[src/rtl/srm_pkg.sv]
package srm_pkg;
  typedef enum logic [1:0] {ST_FILL, ST_IDLE, ST_ACC, ST_RSP} mapState_t;

  typedef struct packed {
    logic fillClr;
    logic fill;
    logic capture;
    logic access;
    logic respond;
  } mapStrobe_t;

  localparam logic [7:0] SPACE_CODE = 8'h20;
  localparam logic [7:0] MISS_DATA  = 8'hFF;
endpackage

[src/rtl/srm_ctrl.sv]
module srm_ctrl
  import srm_pkg::*;
(
  input  logic       clk,
  input  logic       rstN,
  input  logic       cpuReq,
  input  logic       wakeValid,
  input  logic       wakeByReset,
  input  logic       fillLast,
  output mapStrobe_t strb,
  output logic       busy,
  output logic       cpuAck
);
  mapState_t state, stateNext;
  logic wakeRst;

  assign wakeRst = wakeValid && wakeByReset;

  always_comb begin
    stateNext = state;
    unique case (state)
      ST_FILL: if (fillLast) stateNext = ST_IDLE;
      ST_IDLE: if (cpuReq) stateNext = ST_ACC;
      ST_ACC:  stateNext = ST_RSP;
      ST_RSP:  stateNext = ST_IDLE;
      default: stateNext = ST_FILL;
    endcase
    if (wakeRst) stateNext = ST_FILL;
  end

  always_ff @(posedge clk or negedge rstN) begin
    if (!rstN) state <= ST_FILL;
    else       state <= stateNext;
  end

  always_comb begin
    strb.fillClr = wakeRst;
    strb.fill    = (state == ST_FILL);
    strb.capture = (state == ST_IDLE) && cpuReq && !wakeRst;
    strb.access  = (state == ST_ACC) && !wakeRst;
    strb.respond = (state == ST_RSP) && !wakeRst;
  end

  assign busy   = (state == ST_FILL);
  assign cpuAck = strb.respond;

  // acknowledge is a single-cycle pulse
  p_ack_single_r10: assert property (@(posedge clk) disable iff (!rstN)
    cpuAck |=> !cpuAck);
  // acknowledge follows an issued access
  p_ack_after_access_r10: assert property (@(posedge clk) disable iff (!rstN)
    cpuAck |-> $past(strb.access));
  // wake by reset starts a fill
  p_wake_reset_fills_r6: assert property (@(posedge clk) disable iff (!rstN)
    wakeRst |=> busy);
  // wake by interrupt never starts a fill
  p_wake_irq_quiet_r7: assert property (@(posedge clk) disable iff (!rstN)
    (wakeValid && !wakeByReset && !busy) |=> !busy);
  // fill runs until its last word
  p_fill_holds_r5: assert property (@(posedge clk) disable iff (!rstN)
    (busy && !fillLast) |=> busy);
endmodule

[src/rtl/srm_datapath.sv]
module srm_datapath
  import srm_pkg::*;
#(
  parameter int AUX_WORDS  = 2048,
  parameter int DISP_WORDS = 10240,
  parameter int CC_WORDS   = 1792,
  parameter int TXT_BASE   = 'h2000,
  parameter int CC_BASE    = 'h8000,
  parameter int PHYS_AW    = $clog2(AUX_WORDS + DISP_WORDS)
) (
  input  logic               clk,
  input  logic               rstN,
  input  mapStrobe_t         strb,
  input  logic               modeCaption,
  input  logic               cpuWe,
  input  logic [15:0]        cpuAddr,
  input  logic [7:0]         cpuWdata,
  output logic               fillLast,
  output logic [7:0]         cpuRdata,
  output logic               cpuErr,
  output logic               ramEn,
  output logic               ramWe,
  output logic [PHYS_AW-1:0] ramAddr,
  output logic [7:0]         ramWdata,
  input  logic [7:0]         ramRdata
);
  localparam int DISP_AW = $clog2(DISP_WORDS);
  localparam logic [PHYS_AW-1:0] DISP_PHYS_BASE = PHYS_AW'(AUX_WORDS);

  logic [15:0]        reqAddr;
  logic               reqWe, reqMode, errQ;
  logic [7:0]         reqWdata;
  logic [DISP_AW-1:0] fillCnt;

  logic               auxHit, txtHit, ccHit, hit;
  logic [15:0]        txtOff, ccOff, dispOff;
  logic [PHYS_AW-1:0] physAddr;

  assign fillLast = (fillCnt == DISP_AW'(DISP_WORDS - 1));

  // window decode on the captured request
  always_comb begin
    txtOff  = reqAddr - 16'(TXT_BASE);
    ccOff   = reqAddr - 16'(CC_BASE);
    auxHit  = reqAddr < 16'(AUX_WORDS);
    txtHit  = !reqMode && (reqAddr >= 16'(TXT_BASE)) && (txtOff < 16'(DISP_WORDS));
    ccHit   = reqMode && (reqAddr >= 16'(CC_BASE)) && (ccOff < 16'(CC_WORDS));
    hit     = auxHit || txtHit || ccHit;
    dispOff = reqMode ? ccOff : txtOff;
    physAddr = auxHit ? PHYS_AW'(reqAddr) : DISP_PHYS_BASE + PHYS_AW'(dispOff);
  end

  always_ff @(posedge clk or negedge rstN) begin
    if (!rstN) begin
      reqAddr  <= '0;
      reqWe    <= 1'b0;
      reqMode  <= 1'b0;
      reqWdata <= '0;
      errQ     <= 1'b0;
      fillCnt  <= '0;
    end else begin
      if (strb.capture) begin
        reqAddr  <= cpuAddr;
        reqWe    <= cpuWe;
        reqMode  <= modeCaption;
        reqWdata <= cpuWdata;
      end
      if (strb.access) errQ <= !hit;
      if (strb.fillClr)   fillCnt <= '0;
      else if (strb.fill) fillCnt <= fillLast ? '0 : fillCnt + 1'b1;
    end
  end

  always_comb begin
    ramEn    = strb.fill || (strb.access && hit);
    ramWe    = strb.fill || reqWe;
    ramAddr  = strb.fill ? DISP_PHYS_BASE + PHYS_AW'(fillCnt) : physAddr;
    ramWdata = strb.fill ? SPACE_CODE : reqWdata;
  end

  always_comb begin
    cpuErr   = strb.respond && errQ;
    cpuRdata = 8'h00;
    if (strb.respond) begin
      if (errQ)        cpuRdata = MISS_DATA;
      else if (!reqWe) cpuRdata = ramRdata;
    end
  end

  // a missed request left the RAM idle in its access cycle
  p_miss_no_ram_r4: assert property (@(posedge clk) disable iff (!rstN)
    cpuErr |-> $past(!ramEn));
  // fill addresses step by one
  p_fill_step_r5: assert property (@(posedge clk) disable iff (!rstN)
    (strb.fill && !fillLast && !strb.fillClr) |=> (ramAddr == $past(ramAddr) + 1'b1));
  // fill stays inside the display region
  p_fill_in_disp_r5: assert property (@(posedge clk) disable iff (!rstN)
    strb.fill |-> (ramAddr >= DISP_PHYS_BASE));
  // captured mode is steady while the response is given
  p_mode_hold_r9: assert property (@(posedge clk) disable iff (!rstN)
    strb.respond |-> $stable(reqMode));
endmodule

[src/rtl/shared_ram_map.sv]
module shared_ram_map
  import srm_pkg::*;
#(
  parameter int AUX_WORDS  = 2048,
  parameter int DISP_WORDS = 10240,
  parameter int CC_WORDS   = 1792,
  parameter int TXT_BASE   = 'h2000,
  parameter int CC_BASE    = 'h8000,
  parameter int PHYS_AW    = $clog2(AUX_WORDS + DISP_WORDS)
) (
  input  logic               clk,
  input  logic               rstN,
  input  logic               wakeValid,
  input  logic               wakeByReset,
  input  logic               modeCaption,
  input  logic               cpuReq,
  input  logic               cpuWe,
  input  logic [15:0]        cpuAddr,
  input  logic [7:0]         cpuWdata,
  output logic [7:0]         cpuRdata,
  output logic               cpuAck,
  output logic               cpuErr,
  output logic               busy,
  output logic               ramEn,
  output logic               ramWe,
  output logic [PHYS_AW-1:0] ramAddr,
  output logic [7:0]         ramWdata,
  input  logic [7:0]         ramRdata
);
  mapStrobe_t strb;
  logic       fillLast;

  srm_ctrl u_ctrl (
    .clk(clk), .rstN(rstN), .cpuReq(cpuReq), .wakeValid(wakeValid),
    .wakeByReset(wakeByReset), .fillLast(fillLast), .strb(strb),
    .busy(busy), .cpuAck(cpuAck)
  );

  srm_datapath #(
    .AUX_WORDS(AUX_WORDS), .DISP_WORDS(DISP_WORDS), .CC_WORDS(CC_WORDS),
    .TXT_BASE(TXT_BASE), .CC_BASE(CC_BASE), .PHYS_AW(PHYS_AW)
  ) u_dp (
    .clk(clk), .rstN(rstN), .strb(strb), .modeCaption(modeCaption),
    .cpuWe(cpuWe), .cpuAddr(cpuAddr), .cpuWdata(cpuWdata),
    .fillLast(fillLast), .cpuRdata(cpuRdata), .cpuErr(cpuErr),
    .ramEn(ramEn), .ramWe(ramWe), .ramAddr(ramAddr), .ramWdata(ramWdata),
    .ramRdata(ramRdata)
  );
endmodule

[config.mk]
export PLATFORM = sky130hd
export DESIGN_NAME = shared_ram_map
export DESIGN_NICKNAME = d
export VERILOG_FILES = /design/src/rtl/srm_pkg.sv /design/src/rtl/srm_ctrl.sv /design/src/rtl/srm_datapath.sv /design/src/rtl/shared_ram_map.sv
export SDC_FILE = /design/constraint.sdc
export NUM_CORES = 1
export LEC_CHECK = 0
export ABC_AREA = 1
export BUFFER_PORTS_ARGS = -buffer_cell sky130_fd_sc_hd__buf_2
export CAP_MARGIN = 25
export CELL_PAD_IN_SITES_DETAIL_PLACEMENT = 2
export CELL_PAD_IN_SITES_GLOBAL_PLACEMENT = 2
export CORE_MARGIN = 2
export CORE_UTILIZATION = 26
export DETAILED_ROUTE_END_ITERATION = 7
export GPL_TIMING_DRIVEN = 1
export PLACE_DENSITY = 0.72
export RECOVER_POWER = 100
export SLEW_MARGIN = 40
export SYNTH_ARGS = -nofsm -noshare
export SYNTH_HDL_FRONTEND = slang
export SYNTH_SLANG_ARGS = --single-unit
export TNS_END_PERCENT = 50
[constraint.sdc]
create_clock -name clk -period 1.5 [get_ports clk]
set_input_delay 0.075 -clock clk [delete_from_list [all_inputs] [get_ports clk]]
set_output_delay 0.075 -clock clk [all_outputs]
set_load 0.005 [all_outputs]
==> summary.md, run 1 <==
| Metric | Value |
|---|---|
| Worst relative slew slack | between 20% and 30% |
| GR Layer Usage met1 | a little over a quarter |
| Post-layout util | a little over two fifths |
| Syn_area_per_cell | between 7 and 8 um2 |
| Io pins | 74 |
| Core area | 9280 um2 |
| Bufs on Longest Clock Path | 2 |
| Vias per inst | between 4 and 5 |
| Post-route worst setup slack | -0.167 ns |
| Clock tree sinks | 43 |
| CP Launch Type | flop |
| Antenna cell count | 0 |
| Seq cells post-synth | 43 |
| Max Fanout on Critical Path | 8 |
| Setup-failing EPs final | 44 |
| RSZ-0062 raised after global routing | yes |
| Row cnt | 35 |
| DRT antenna net count | 0 |
| Kind of critical path | flop to output pin |
| Top Usage Layer GRT | met2 |
| Vias in the first global route | ~3.1k |
| Met3 usage in global routing | 3.63% |
| GPL Wtd Cong | between 0.7 and 0.8 |
| CTS tree | done |
| Worst setup EP type | output pin |
| Pre-CTS setup slack | -0.0581 ns |
| Initial antenna violation count | 0 |
| Final worst path period share | 111% |
| Max-slew violation count | 0 |
| Worst slew pin tran | about 1.1 ns |
| Initial DRC Count | 75 |
| Synth warn | 0 |
| Fin nets | 509 |
| HP Class | primary input to flop |
| DRT Wirelength | 11.6 mm |
| Drt wl/cell | 19.6 um |
| H-tree levels | 2 |
| M2 GR Usage | a little under two fifths |
| Global-route wire length before repair | 16.8 mm |
| Sequential fraction of the synthesis area | a little over two fifths |
| Largest net degree at the start of global routing | 29 |
| Clock Pin Slew Worst Setup and Hold Paths | about 0.09 ns |
| Die ar. | roughly 10000 um2 |
| Share of cells above drive strength 1 | roughly 46% |
| Arrival @ worst endpoint | between 1.5 and 2 ns |
| Post-Syn Area | between 2000 and 3000 um2 |
| Peak VDD IR | roughly 0.67 mV |
| Chip height | just over 100 um |
| Gr usage total | between 20% and 30% |
| Inst Count DP | roughly 550 |
| Gate Count Post-Synth | between 300 and 400 |
| Tmin final | 1.67 ns |
| Area delta synth->final | 60.7% |
| Synthesized net count | between 300 and 400 |
| Status | finished, violations left |
| FMAX | 600 MHz |
| Final Non-Filler Cells | between 500 and 600 |
| Req. time, crit path | about 1.4 ns |
| Worst skew pair latency | roughly 0.33 ns |
| Leak Pwr | between 1.5 and 2 nW |
| Total CTS buffers | 5 |
| Final Hold Vio Count | 0 |
| Starting density of the core | approximately 27% |
| Pwr Total | around 7.6 mW |
| Clock root cell | clkbuf_8 |
| Post-DP HPWL | approximately 7 mm |
| PortBufs | 73 |
| Max-cap violations | 0 |
| Post-synthesis cell type count | 24 |
| Worst Skew | 0.0105 ns |
| # DRC | 0 |
| Vias | between 2k and 3k |
| Setup TNS | -2.65 ns |
| Violated checks | setup timing |
| Initial DRT Pass Iterations | 4 |
| Width of the die | ~100 um |
| Grt total ovfl | 0 |
| Cell Pwr Density | roughly 1900 nW/um2 |
## cell families after synthesis
logic type / share of synthesized area [%]
compound gates: 10.9
xor+xnor: 2.44
fa+ha+maj: 4.98
buf+inv: 8.67
flops: 42.8
mux: 5.38
simple gates: 24.8
## Yosys cell counts, drive strengths merged
cell    number  share of area [%]
a21boi       1               0.30
a21oi       25                5.0
buf          5                1.5
clkbuf       4               0.60
clkinv       3               0.45
dfrtp       43                 43
ha          10                5.0
inv         41                6.1
mux2        12                5.4
nand2       85                 13
nand3       19                4.2
nand4        1               0.25
nor2        42                6.6
nor3         2               0.40
o21ai       22                4.4
o22ai        5                1.2
or2          1               0.25
xnor2        2               0.70
xor2         5                1.7
## final cells by class
class	instances	area, um2
clock buffers	6	72.6
repair buffers	133	997
flip-flops and latches	43	1080
well taps	129	161
inverters	44	176
clock inverters	2	12.5
multi-input cells	233	1540
fillers	1078	5250
## critical path, stage by stage, from the launching register on
cell	delay (ns)
dfrtp_1	0.41
inv_2	0.09
ha_4	0.19
inv_8	0.08
a21oi_2	0.15
o21ai_1	0.11
o21ai_1	0.10
buf_2	0.15
## power breakdown
group	switching (mW)	internal, mW	leakage [nW]
clock network	0.477	0.327	0.0412
logic	2.55	2.36	1.44
registers	0.297	1.58	0.512
total	3.32	4.27	1.99
## state kept, by name (all words and copies together), names as in the netlist
name / flops
u_dp.reqAddr: 16
u_dp.fillCnt: 14
u_dp.reqWdata: 8
u_ctrl.state: 2
u_dp.errQ: 1
u_dp.reqMode: 1
u_dp.reqWe: 1
## repair_timing
action | 4_1_cts | 5_1_grt
resized for setup | 73 | 47
hold buffers | 6 | 6
setup buffers | 12 | 7
endpoints found under the setup margin | 49 | 60
endpoints found under the hold margin | 22 | 6
pin swaps | 14 | 7
gates cloned | 4 | 2
## path summary, 6_finish.rpt
check                           slack (ns)                to             start  cells after the start
worst max-delay path                 -0.17       ramAddr[13]   u_ctrl.state[0]                      7
worst max register to register       -0.06  u_dp.reqAddr[10]   u_ctrl.state[0]                      6
min in group asynchronous             0.45   u_dp.fillCnt[2]              rstN                      2
max in group asynchronous             0.21  u_dp.fillCnt[11]              rstN                      3
worst min register to register        0.53  u_dp.reqWdata[4]  u_dp.reqWdata[4]                      2
worst min-delay path                 0.005        u_dp.reqWe             cpuWe                      3
## metrics by stage
stage / hold WS [ns] / instance area (um2)
after global routing: 0.00740 / 4040
after floorplan: -0.221 / 2510
final: 0.00542 / 4040
after CTS: 0.00156 / 3770
after global placement: 0.0560 / 3240
after detailed placement: 0.0573 / 3240
## cell usage in the layout (no fill, tap or decap), drive strengths merged
cell | synthesis | layout
a21boi | 1 | 1
nand2 | 85 | 86
clkinv | 3 | 2
xnor2 | 2 | 2
nand4 | 1 | 1
dlygate4sd3 | 0 | 12
nand3 | 19 | 19
ha | 10 | 10
nor3 | 2 | 2
nor2 | 42 | 42
or2 | 1 | 1
o22ai | 5 | 5
dfrtp | 43 | 43
a21oi | 25 | 25
inv | 41 | 42
clkinvlp | 0 | 2
clkbuf | 4 | 10
xor2 | 5 | 5
buf | 5 | 117
o21ai | 22 | 22
mux2 | 12 | 12
## metal layers
metal / part of all wire [%] / up-vias / wire (um)
li1: - / 1298 / -
met1: 42 / 1412 / 4860
met2: 53 / 56 / 6110
met3: 3.2 / 20 / 369
met4: 2.1 / 0 / 249
met5: 0 / - / 0
Power figures use the tool's default switching activity.
==> run 2: changes to the inputs <==
--- a/config.mk
+++ b/config.mk
@@ -10,11 +10,12 @@
 export CAP_MARGIN = 25
 export CELL_PAD_IN_SITES_DETAIL_PLACEMENT = 2
 export CELL_PAD_IN_SITES_GLOBAL_PLACEMENT = 2
-export CORE_MARGIN = 2
-export CORE_UTILIZATION = 26
+export CORE_UTILIZATION = 27
+export CTS_BUF_LIST = sky130_fd_sc_hd__clkbuf_8
+export CTS_CLUSTER_SIZE = 28
 export DETAILED_ROUTE_END_ITERATION = 7
 export GPL_TIMING_DRIVEN = 1
-export PLACE_DENSITY = 0.72
+export PLACE_DENSITY = 0.75
 export RECOVER_POWER = 100
 export SLEW_MARGIN = 40
 export SYNTH_ARGS = -nofsm -noshare
==> run 2 against run 1 <==
  * Combinational power rose by 2%
  * Cell count is 4.6% lower
  * Critical path depth unchanged
  * The run still ends with setup timing left
==> summary.md, run 2 (same netlist as run 1, synthesis figures left out) <==
| Metric | Value |
|---|---|
| CP cell instances | inv_2 > ha_4 > nand2_2 > o21ai_2 > nand3_2 > o21ai_1 > buf_2 (was inv_2 > ha_4 > inv_8 > a21oi_2 > o21ai_1 > o21ai_1 > buf_2) |
| Chip height | 98.4 um (was 102 um) |
| Leak Pwr | 1.96 nW (was 1.99 nW) |
| Worst setup EP type | output pin (unchanged) |
| Initial antenna violation count | 0 (unchanged) |
| Gr usage total | 23.6% (was 21.2%) |
| PortBufs | 73 (unchanged) |
| Inst Count DP | 530 (was 548) |
| Pwr Total | 7.74 mW (was 7.59 mW) |
| Initial DRC Count | 60 (was 75) |
| H-tree levels | 2 (unchanged) |
| DRT Wirelength | 12.4 mm (was 11.6 mm) |
| GPL Wtd Cong | 0.754 (was 0.764) |
| Worst slew pin tran | 1.18 ns (was 1.06 ns) |
| Vias per inst | 4.99 (was 4.72) |
| Hold endpoint | u_dp.reqAddr[5] (was u_dp.reqWe) |
| Highest-count cells in the layout ignoring fill and taps | buf_2, nand2_1, dfrtp_1 (was nand2_1, buf_2, dfrtp_1) |
| R2r worst-path depth | 8 (was 6) |
| Number of flip-flops in the largest register | 16 (unchanged) |
| Hold Crit Depth | 2 (was 3) |
| Clock Pin Slew Worst Setup and Hold Paths | 0.09 ns (about the same) |
| Cell Pwr Density | 1940 nW/um2 (was 1880 nW/um2) |
| Most frequent standard cell in the layout excluding fill and tap cells | buf_2 |
| Max Fanout on Critical Path | 4 (was 8) |
| Die ar. | 9690 um2 (was 10500 um2) |
| Antenna cell count | 0 (unchanged) |
| # DRC | 0 (unchanged) |
| Reg2reg start | u_ctrl.state[1] (was u_ctrl.state[0]) |
| Fin nets | 504 (was 509) |
| Post-DP HPWL | 7.09 mm (was 6.94 mm) |
| Starting density of the core | 28.4% (was 27.0%) |
| Final Hold Vio Count | 0 (unchanged) |
| Peak VDD IR | 0.701 mV (was 0.667 mV) |
| M2 GR Usage | 43.0% (was 36.8%) |
| Final worst path period share | 122% (was 111%) |
| Total CTS buffers | 5 (unchanged) |
| CTS tree | done (unchanged) |
| HP Class | primary input to flop (unchanged) |
| Biggest regs | u_dp.reqAddr: 16 flops, u_dp.fillCnt: 14 flops, u_dp.reqWdata: 8 flops (unchanged) |
| Io pins | 74 (unchanged) |
| Initial DRT Pass Iterations | 4 (unchanged) |
| GR Layer Usage met1 | 27.9% (was 27.0%) |
| RSZ-0062 raised after global routing | yes (unchanged) |
| Width of the die | 98.4 um (was 102 um) |
| Arrival @ worst endpoint | 1.76 ns (was 1.59 ns) |
| Clock root cell | clkbuf_8 (unchanged) |
| Biggest register | u_dp.reqAddr (unchanged) |
| Area delta synth->final | 59.1% (was 60.7%) |
| Worst R2R Setup Slack | -0.20 ns (was -0.06 ns) |
| Slowest cell on crit path | dfrtp_1 (unchanged) |
| Grt total ovfl | 0 (unchanged) |
| Post-route worst setup slack | -0.331 ns (was -0.167 ns) |
| Met3 usage in global routing | 3.55% (was 3.63%) |
| Row cnt | 34 (was 35) |
| Drt wl/cell | 22.0 um (was 19.6 um) |
| Hold slack | 0.00159 ns (was 0.00542 ns) |
| Max-cap violations | 0 (unchanged) |
| CP Launch Type | flop (unchanged) |
| Setup TNS | -5.31 ns (was -2.65 ns) |
| RR Endpoint | u_dp.reqAddr[4] (was u_dp.reqAddr[10]) |
| Core area | 8850 um2 (was 9280 um2) |
| Max-slew violation count | 0 (unchanged) |
| Share of cells above drive strength 1 | 49.0% (was 46.2%) |
| Final Non-Filler Cells | 563 (was 590) |
| Hold Crit Start | cpuAddr[5] (was cpuWe) |
| Req. time, crit path | 1.42 ns (about the same) |
| Global-route wire length before repair | 17.3 mm (was 16.8 mm) |
| Crit-path leading delay family | compound AO/OA/AOI/OAI gates (was flip-flops) |
| Clock tree sinks | 43 (unchanged) |
| FMAX | 546 MHz (was 600 MHz) |
| DRT antenna net count | 0 (unchanged) |
| WP buf/inv | 2 (was 3) |
| Status | finished, violations left (unchanged) |
| Tmin final | 1.83 ns (was 1.67 ns) |
| Vias in the first global route | 3131 (was 3119) |
| Top Usage Layer GRT | met2 (unchanged) |
| Bufs on Longest Clock Path | 2 (unchanged) |
| Worst skew pair latency | 0.32 ns (was 0.33 ns) |
| Setup-failing EPs final | 60 (was 44) |
| Largest net degree at the start of global routing | 28 (was 29) |
| Worst relative slew slack | 21.6% (was 29.4%) |
| Worst Skew | 0.0126 ns (was 0.0105 ns) |
| CP max stage delay | 0.36 ns (was 0.41 ns) |
| Kind of critical path | flop to output pin (unchanged) |
| Vias | 2812 (was 2786) |
| Violated checks | setup timing (unchanged) |
-- run 2: cell types whose count changed in the layout (fill, tap and decap cells not counted), sizes merged --
cell         delta
clkinvlp        -1
clkbuf          -1
buf             +1
dlygate4sd3     -5
-- run 2: cell type report --
class,instances,area (um2)
Fill cell,980,4850
Multi-Input combinational cell,233,1530
Sequential cell,43,1080
Timing Repair Buffer,128,988
Inverter,44,176
Tap cell,108,135
Clock buffer,6,82.6
Clock inverter,1,5.00
-- run 2: repair_timing --
| item | 4_1_cts | 5_1_grt |
|---|---|---|
| buffers inserted | 10 | 7 |
| hold buffers | 3 | 4 |
| gates resized for setup | 80 | 61 |
| cloned | 5 | 1 |
| hold endpoints to repair | 18 | 4 |
| pin swaps | 18 | 8 |
| endpoints found under the setup margin | 53 | 73 |
-- run 2: worst max path at each step --
stage	startpoint	endpoint	cells after the start
after floorplan	u_ctrl.state[0]	u_dp.fillCnt[0]	7
after global placement	u_ctrl.state[0]	ramAddr[6]	7
after detailed placement	u_ctrl.state[0]	ramAddr[2]	7
after CTS	u_dp.reqAddr[13]	ramEn	7
after global routing	u_dp.reqAddr[14]	ramEn	7
final	u_dp.reqAddr[13]	ramEn	7
-- run 2: through the flow --
stage | utilization, % | worst slack, ns | area, um2
2_1_floorplan | - | 0.0794 | 2510
3_5_place_dp | 36.4 | -0.134 | 3220
3_3_place_gp | 36.4 | 0.0482 | 3220
5_1_grt | 45.2 | -0.357 | 4000
6_report | 45.2 | -0.331 | 4000
4_1_cts | 42.4 | -0.124 | 3750
-- run 2: worst register-to-register path, delay by kind of cell, from the launching register on --
| kind | cells | cell delay (ns) |
|---|---|---|
| adder cells (fa/ha/maj) | 1 | 0.16 |
| flip-flops | 1 | 0.39 |
| AND/OR/NAND/NOR | 1 | 0.11 |
| buffers and inverters | 5 | 0.59 |
| multiplexers | 1 | 0.33 |
-- run 2: metal layers --
| layer | routed length, um | share of wire [%] | vias up |
|---|---|---|---|
| met3 | 289 | 2.3 | 23 |
| met4 | 263 | 2.1 | 0 |
| met1 | 5030 | 41 | 1434 |
| li1 | - | - | 1295 |
| met2 | 6810 | 55 | 60 |
| met5 | 0 | 0 | - |
-- run 2: power by group --
group          internal [mW]  total (mW)  switching, mW
Sequential              1.58        1.89          0.311
Clock                  0.363       0.817          0.454
Combinational           2.36        5.03           2.67
Total                   4.30        7.74           3.43
